`config.mk`:
```
export PLATFORM = sky130hd
export DESIGN_NAME = cplx_bfly3
export DESIGN_NICKNAME = d
export VERILOG_FILES = /design/src/rtl/cplx_bfly3_pkg.sv /design/src/rtl/cplx_bfly3_ctrl.sv /design/src/rtl/cplx_bfly3_datapath.sv /design/src/rtl/cplx_bfly3.sv
export SDC_FILE = /design/constraint.sdc
export NUM_CORES = 2
export LEC_CHECK = 0
export BUFFER_PORTS_ARGS = -buffer_cell sky130_fd_sc_hd__buf_2
export CORE_MARGIN = 2
export CORE_UTILIZATION = 51
export CTS_CLUSTER_DIAMETER = 200
export CTS_CLUSTER_SIZE = 8
export DETAILED_ROUTE_END_ITERATION = 8
export GPL_ROUTABILITY_DRIVEN = 0
export PLACE_DENSITY = 0.8
export SLEW_MARGIN = 20
export SYNTH_ARGS = -nofsm -noshare
export SYNTH_HDL_FRONTEND = slang
export SYNTH_SLANG_ARGS = --single-unit
```
`constraint.sdc`:
```
create_clock -name clk -period 11.59 [get_ports clk]
set_input_delay 0.5795 -clock clk [delete_from_list [all_inputs] [get_ports clk]]
set_output_delay 0.5795 -clock clk [all_outputs]
set_load 0.1 [all_outputs]
```
`src/rtl/cplx_bfly3_pkg.sv`:
```
package cplx_bfly3_pkg;

  // Per-stage load strobes from control to datapath
  typedef struct packed {
    logic ldPre;   // capture operands and pre-adder results
    logic ldMul;   // capture the three products
    logic ldOut;   // capture the post-adder results
  } bflyStb_t;

  localparam int unsigned NumStages = 3;

endpackage

```
`src/rtl/cplx_bfly3_ctrl.sv`:
```
module cplx_bfly3_ctrl
  import cplx_bfly3_pkg::*;
(
  input  logic     clk,
  input  logic     rstN,
  input  logic     inValid,
  output bflyStb_t stb,
  output logic     outValid
);

  logic [NumStages-1:0] vldPipe;

  always_ff @(posedge clk or negedge rstN) begin
    if (!rstN) vldPipe <= '0;
    else       vldPipe <= {vldPipe[NumStages-2:0], inValid};
  end

  always_comb begin
    stb.ldPre = inValid;
    stb.ldMul = vldPipe[0];
    stb.ldOut = vldPipe[1];
  end

  assign outValid = vldPipe[NumStages-1];

  // no output without an input three edges back
  assert_no_orphan_R5: assert property (@(posedge clk) disable iff (!rstN)
    outValid |-> $past(inValid, 3));

  // every accepted input yields an output
  assert_no_drop_R5: assert property (@(posedge clk) disable iff (!rstN)
    ($past(inValid, 3) && $past(rstN, 1) && $past(rstN, 2) && $past(rstN, 3))
      |-> outValid);

endmodule

```
`src/rtl/cplx_bfly3_datapath.sv`:
```
module cplx_bfly3_datapath
  import cplx_bfly3_pkg::*;
#(
  parameter int unsigned DW = 16
) (
  input  logic                  clk,
  input  logic                  rstN,
  input  bflyStb_t              stb,
  input  logic signed [DW-1:0]  e0Re,
  input  logic signed [DW-1:0]  e0Im,
  input  logic signed [DW-1:0]  e1Re,
  input  logic signed [DW-1:0]  e1Im,
  input  logic signed [DW-1:0]  f0Re,
  input  logic signed [DW-1:0]  f0Im,
  output logic signed [2*DW+2:0] o0Re,
  output logic signed [2*DW+2:0] o0Im,
  output logic signed [DW:0]     o1Re,
  output logic signed [DW:0]     o1Im
);

  localparam int unsigned PAW   = DW + 1;      // pre-adder width
  localparam int unsigned PW    = 2 * DW + 2;  // product width
  localparam int unsigned OW    = 2 * DW + 3;  // post-adder width
  localparam int unsigned SW    = DW + 1;      // direct sum width
  localparam int unsigned NLane = 3;

  // Stage 1: pre-adders
  logic signed [PAW-1:0] preD   [NLane];
  logic signed [DW-1:0]  opD    [NLane];
  logic signed [PAW-1:0] preQ   [NLane];
  logic signed [DW-1:0]  opQ    [NLane];
  logic signed [DW-1:0]  subReS1, subImS1;
  logic signed [SW-1:0]  sumReS1, sumImS1;

  always_comb begin
    // lane 0: c*(a+b)   lane 1: a*(d-c)   lane 2: b*(c+d)
    preD[0] = PAW'(e0Re) + PAW'(e0Im);
    preD[1] = PAW'(f0Im) - PAW'(f0Re);
    preD[2] = PAW'(f0Re) + PAW'(f0Im);
    opD[0]  = f0Re;
    opD[1]  = e0Re;
    opD[2]  = e0Im;
  end

  always_ff @(posedge clk or negedge rstN) begin
    if (!rstN) begin
      for (int i = 0; i < NLane; i++) begin
        preQ[i] <= '0;
        opQ[i]  <= '0;
      end
      subReS1 <= '0;
      subImS1 <= '0;
      sumReS1 <= '0;
      sumImS1 <= '0;
    end else if (stb.ldPre) begin
      for (int i = 0; i < NLane; i++) begin
        preQ[i] <= preD[i];
        opQ[i]  <= opD[i];
      end
      subReS1 <= e1Re;
      subImS1 <= e1Im;
      sumReS1 <= SW'(e0Re) + SW'(e1Re);
      sumImS1 <= SW'(e0Im) + SW'(e1Im);
    end
  end

  // Stage 2: three multipliers
  logic signed [PW-1:0] kQ [NLane];
  logic signed [DW-1:0] subReS2, subImS2;
  logic signed [SW-1:0] sumReS2, sumImS2;

  always_ff @(posedge clk or negedge rstN) begin
    if (!rstN) begin
      for (int i = 0; i < NLane; i++) kQ[i] <= '0;
      subReS2 <= '0;
      subImS2 <= '0;
      sumReS2 <= '0;
      sumImS2 <= '0;
    end else if (stb.ldMul) begin
      for (int i = 0; i < NLane; i++) kQ[i] <= PW'(opQ[i]) * PW'(preQ[i]);
      subReS2 <= subReS1;
      subImS2 <= subImS1;
      sumReS2 <= sumReS1;
      sumImS2 <= sumImS1;
    end
  end

  // Stage 3: post-adders with the butterfly subtraction folded into k1
  logic signed [OW-1:0] yRe, xIm;

  always_comb begin
    yRe = OW'(kQ[0]) - OW'(subReS2);
    xIm = OW'(kQ[0]) - OW'(subImS2);
  end

  always_ff @(posedge clk or negedge rstN) begin
    if (!rstN) begin
      o0Re <= '0;
      o0Im <= '0;
      o1Re <= '0;
      o1Im <= '0;
    end else if (stb.ldOut) begin
      o0Re <= yRe - OW'(kQ[2]);
      o0Im <= xIm + OW'(kQ[1]);
      o1Re <= sumReS2;
      o1Im <= sumImS2;
    end
  end

  // Four-product reference for the assertions
  logic signed [OW-1:0] refRe, refIm;
  logic signed [SW-1:0] refSumRe, refSumIm;

  always_comb begin
    refRe    = OW'(e0Re) * OW'(f0Re) - OW'(e0Im) * OW'(f0Im) - OW'(e1Re);
    refIm    = OW'(e0Re) * OW'(f0Im) + OW'(e0Im) * OW'(f0Re) - OW'(e1Im);
    refSumRe = SW'(e0Re) + SW'(e1Re);
    refSumIm = SW'(e0Im) + SW'(e1Im);
  end

  assert_real_part_R2: assert property (@(posedge clk) disable iff (!rstN)
    $past(stb.ldOut) |-> (o0Re == $past(refRe, 3)));

  assert_imag_part_R3: assert property (@(posedge clk) disable iff (!rstN)
    $past(stb.ldOut) |-> (o0Im == $past(refIm, 3)));

  assert_direct_sum_R4: assert property (@(posedge clk) disable iff (!rstN)
    $past(stb.ldOut) |-> (o1Re == $past(refSumRe, 3) && o1Im == $past(refSumIm, 3)));

  assert_hold_R7: assert property (@(posedge clk) disable iff (!rstN)
    !$past(stb.ldOut) |-> ($stable(o0Re) && $stable(o0Im) && $stable(o1Re) && $stable(o1Im)));

endmodule

```
`src/rtl/cplx_bfly3.sv`:
```
module cplx_bfly3
  import cplx_bfly3_pkg::*;
#(
  parameter int unsigned DW = 16
) (
  input  logic                   clk,
  input  logic                   rstN,
  input  logic                   inValid,
  input  logic signed [DW-1:0]   e0Re,
  input  logic signed [DW-1:0]   e0Im,
  input  logic signed [DW-1:0]   e1Re,
  input  logic signed [DW-1:0]   e1Im,
  input  logic signed [DW-1:0]   f0Re,
  input  logic signed [DW-1:0]   f0Im,
  output logic                   outValid,
  output logic signed [2*DW+2:0] o0Re,
  output logic signed [2*DW+2:0] o0Im,
  output logic signed [DW:0]     o1Re,
  output logic signed [DW:0]     o1Im
);

  bflyStb_t stb;

  cplx_bfly3_ctrl u_ctrl (
    .clk      (clk),
    .rstN     (rstN),
    .inValid  (inValid),
    .stb      (stb),
    .outValid (outValid)
  );

  cplx_bfly3_datapath #(.DW(DW)) u_dp (
    .clk  (clk),
    .rstN (rstN),
    .stb  (stb),
    .e0Re (e0Re),
    .e0Im (e0Im),
    .e1Re (e1Re),
    .e1Im (e1Im),
    .f0Re (f0Re),
    .f0Im (f0Im),
    .o0Re (o0Re),
    .o0Im (o0Im),
    .o1Re (o1Re),
    .o1Im (o1Im)
  );

endmodule

```
==> summary.md <==
| Metric | Value |
|---|---|
| Fin Setup TNS | 0 ps |
| Final ANT Viol Nets | 0 |
| Starting Density | 51.56% |
| Start point of the critical path | u_dp.opQ[1]$_DFFE_PN0P_ |
| Routed via count | 41380 |
| IO Count | 204 |
| Mapped Area | 55430 um2 |
| Primary flip-flop cell chosen by synthesis mapping | sky130_fd_sc_hd__dfrtp_1 |
| Post-route cell area | 59230 um2 |
| Cell seen most often among critical-path stages | sky130_fd_sc_hd__fa_1 |
| Count of port buffers added during placement | 203 |
| Final setup vio count | 0 |
| Post-placement setup slack | 4561 ps |
| Portion of the post-synthesis area used by sequential elements | 19.68% |
| Area post-placement | 57570 um2 |
| Data arrival, critical path | 7710 ps |
| Unique cell type count in the Yosys netlist | 77 |
| FF-to-FF path depth | 19 |
| Number of rows created at floorplan | 120 |
| Number of detailed-route iterations in the first pass | 5 |
| Height of the die | 333.7 um |
| Average wire per standard cell | 21.90 um |
| Worst setup endpoint | u_dp.kQ[30]$_DFFE_PN0P_ |
| Unrepaired setup endpoints after global routing | no |
| Syn nets | 7132 |
| Longest individual stage delay on the worst path | 950 ps |
| Timing-limited maximum frequency | 140.6 MHz |
| Worst max-slew margin expressed relative to the limit | 27.05% |
| Clock slew at reported path FFs | 60 ps |
| Initial DRC count | 3354 |
| Clock Root Buffer | sky130_fd_sc_hd__clkbuf_16 |
| Commonest non-fill, non-tap cells in the layout | 1180 x sky130_fd_sc_hd__inv_1, 899 x sky130_fd_sc_hd__fa_1, 565 x sky130_fd_sc_hd__nand2_1 |
| Synthesis Warnings | 0 |
| CTS H-tree lvls | 2 |
| Part of the cycle the worst path needs | 61.39% |
| EDFF count, synth | 0 |
| Fin crit period | 7115 ps |
| Terminus of the critical flop-to-flop path | u_dp.kQ[30]$_DFFE_PN0P_ |
| Standard cell core area | 107500 um2 |
| DRC violations left | 0 |
| Clock buffers created by TritonCTS | 60 |
| Vias in the first global route | 43770 |
| Horizontal die dimension | 333.7 um |
| All-layer global routing usage | 29.31% |
| Clock tree from TritonCTS | done |
| Most common library cell in the layout ignoring fill and taps | sky130_fd_sc_hd__inv_1 |
| Slew at the pin with the worst max-slew slack | 1087 ps |
| Net count, final | 7205 |
| Clk_lat worst skew | 730 ps |
| Maximum number of pins on one net before global-route repair | 209 |
| Die ar. | 111300 um2 |
| Final Hold Vio Count | 0 |
| Post-Syn Instances | 5731 |
| Startpoint of the worst-slack reg-to-reg timing path | u_dp.opQ[1]$_DFFE_PN0P_ |
| Asr flop ratio synth | 100.0% |
| Minimum setup slack among reg-to-reg paths | 4480 ps |
| Crit Path Max Fanout | 18 |
| Number of maximum-capacitance violations | 0 |
| Congestion Overflow GR | 0 |
| Result of the run | complete, no violations |
| Post-synthesis sequential element count | 436 |
| Classification of the worst setup path | flip-flop to flip-flop |
| Nature of the critical path endpoint | flip-flop |
| Cell Chain, Critical Path | nand2_1 > inv_1 > fa_1 > fa_1 > fa_1 > fa_1 > fa_1 > inv_1 > fa_1 > inv_1 > ha_1 > a21o_1 > a211oi_1 > o31ai_1 > a41oi_1 > a21oi_1 > o31a_1 > o21a_1 > o31ai_1 |
| Drt total wl | 158.1 mm |
| Class of the worst hold path | input pin to flip-flop |
| Data required, critical path | 12190 ps |
| Final setup margin | 4475 ps |
| Synthesis-to-layout area growth | 6.846% |
| Buffer levels on the longest clock path | 3 |
| Vias/cell | 5.733 |
| Mean post-synth cell area | 9.673 um2 |
| Sinks on Clock Net | 436 |
| Total of cells resized after clock tree synthesis | 0 |
| Post-detailed-placement half-perimeter wirelength | 126.9 mm |
| Share of post-route cells with drive strength above 1 | 9.590% |
| Antenna violations before repair | 20 |
| Final Skew | 89.48 ps |
| First-pass GRT wire length | 248.1 mm |
| Category of the worst setup path launch point | flip-flop |
| Critical Path Slowest Stage Cell | sky130_fd_sc_hd__fa_1 |
| Max-slew violation count | 0 |
## synth_stat cells (7+ instances only)
master | count | share of area, %
sky130_fd_sc_hd__o211ai_1 | 18 | 0.24
sky130_fd_sc_hd__a311oi_1 | 7 | 0.11
sky130_fd_sc_hd__nor2_1 | 191 | 1.3
sky130_fd_sc_hd__fa_1 | 899 | 32
sky130_fd_sc_hd__or3_1 | 27 | 0.30
sky130_fd_sc_hd__or2_2 | 8 | 0.090
sky130_fd_sc_hd__a31o_2 | 7 | 0.11
sky130_fd_sc_hd__o21ai_0 | 186 | 1.7
sky130_fd_sc_hd__a21oi_1 | 173 | 1.6
sky130_fd_sc_hd__nor2b_1 | 18 | 0.20
sky130_fd_sc_hd__o21bai_1 | 23 | 0.31
sky130_fd_sc_hd__o2bb2ai_1 | 8 | 0.13
sky130_fd_sc_hd__o22ai_1 | 7 | 0.079
sky130_fd_sc_hd__mux2i_1 | 24 | 0.43
sky130_fd_sc_hd__o21a_1 | 40 | 0.54
sky130_fd_sc_hd__a211oi_1 | 23 | 0.31
sky130_fd_sc_hd__o31ai_1 | 27 | 0.37
sky130_fd_sc_hd__nand3_1 | 43 | 0.39
sky130_fd_sc_hd__xnor2_1 | 135 | 2.1
sky130_fd_sc_hd__xor2_1 | 55 | 0.87
sky130_fd_sc_hd__mux2_2 | 242 | 4.9
sky130_fd_sc_hd__ha_1 | 403 | 9.1
sky130_fd_sc_hd__inv_1 | 1182 | 8.0
sky130_fd_sc_hd__nand2_1 | 565 | 3.8
sky130_fd_sc_hd__and2_1 | 390 | 4.4
sky130_fd_sc_hd__nor3_1 | 70 | 0.63
sky130_fd_sc_hd__dfrtp_1 | 436 | 20
sky130_fd_sc_hd__o2111ai_1 | 10 | 0.16
sky130_fd_sc_hd__buf_1 | 11 | 0.074
sky130_fd_sc_hd__a211o_1 | 7 | 0.11
sky130_fd_sc_hd__clkbuf_1 | 195 | 1.3
sky130_fd_sc_hd__a31oi_1 | 32 | 0.36
sky130_fd_sc_hd__and3_1 | 22 | 0.25
sky130_fd_sc_hd__nand4_1 | 12 | 0.14
sky130_fd_sc_hd__a21o_1 | 92 | 1.2
sky130_fd_sc_hd__nor4_1 | 11 | 0.12
sky130_fd_sc_hd__a21boi_0 | 10 | 0.14
sky130_fd_sc_hd__nand2b_1 | 35 | 0.39
## cell type report
type                    instances  area (um2)
well taps                    1403        1755
inverters                    1182        4437
repair buffers                218        1172
diodes                          7       17.52
multi-input cells            3906       39300
clock buffers                  62        1509
flip-flops and latches        436       10920
clock inverters                 4       120.1
fillers                      9114       48280
## routing by layer
layer  share of wire (%)  track usage, %  up-vias  routed length, um
met5                0.12               0        -                188
met2                  45           46.06     1910              71410
li1                    -               -    18020                  -
met4                 7.8           18.96       20              12350
met1                  36           34.82    20890              56820
met3                  11           9.285      544              17290
## per-stage QoR
step | utilization [%] | std cells | hold slack (ps)
2_1_floorplan | - | 5731 | 283.9
3_3_place_gp | 53.55 | 7144 | 459.8
3_5_place_dp | 53.55 | 7144 | 468.4
4_1_cts | 55.08 | 7211 | 111.4
5_1_grt | 55.08 | 7211 | 149.0
6_report | 55.09 | 7218 | 154.7
## critical path: cells and delay by family (launching register included)
kind                     cells  cell delay (ps)
AO/OA/AOI/OAI                8             1860
adder cells (fa/ha/maj)      7             3900
buffers and inverters        3              260
flip-flops                   1              750
AND/OR/NAND/NOR              1              220
## flip-flops by register name, summed over array words and instances, names as in the netlist
register and flops:
u_dp.sumImS1 17, u_dp.opQ 48, u_dp.subReS2 16, u_dp.sumReS2 17
u_ctrl.vldPipe 3, u_dp.o0Im 35, u_dp.subImS1 16, u_dp.o1Re 17
u_dp.o1Im 17, u_dp.subReS1 16, u_dp.sumReS1 17, u_dp.subImS2 16
u_dp.sumImS2 17, u_dp.kQ 99, u_dp.preQ 50, u_dp.o0Re 35
## worst min path at each step
stage / start / endpoint / slack (ps) / cells after the start
after global placement: u_dp.sumReS1[8]$_DFFE_PN0P_ / u_dp.sumReS1[8]$_DFFE_PN0P_ / 460 / 1
after CTS: e1Im[8] / u_dp.subImS1[8]$_DFFE_PN0P_ / 110 / 2
final: e1Im[8] / u_dp.subImS1[8]$_DFFE_PN0P_ / 150 / 2
after detailed placement: u_dp.sumReS1[8]$_DFFE_PN0P_ / u_dp.sumReS1[8]$_DFFE_PN0P_ / 470 / 1
after floorplan: rstN / u_ctrl.vldPipe[0]$_DFF_PN0_ / 280 / 0
after global routing: e1Im[8] / u_dp.subImS1[8]$_DFFE_PN0P_ / 150 / 2
## cell families (layout without fill, tap and decap cells)
family	Yosys count	count (layout)	synth area share [%]
adders and majority gates	1302	1302	41.56
DFF	436	436	19.68
muxes	266	266	5.349
AOI/OAI and AO/OA	731	731	8.577
buffers and inverters	1389	1466	9.424
and+or+nand+nor	1417	1417	12.40
other	0	7	0
xor gates and xnor gates	190	190	3.002
## what timing repair did
| action | 4_1_cts | 5_1_grt |
|---|---|---|
| setup endpoints to repair | 0 | 0 |
| buffers inserted | 0 | 0 |
| hold buffers | 1 | 0 |
| hold endpoints to repair | 78 | 0 |
Power is left out: the tool's default activity adds up to more than one toggle a clock period on the data nets, which glitch-free logic cannot reach.
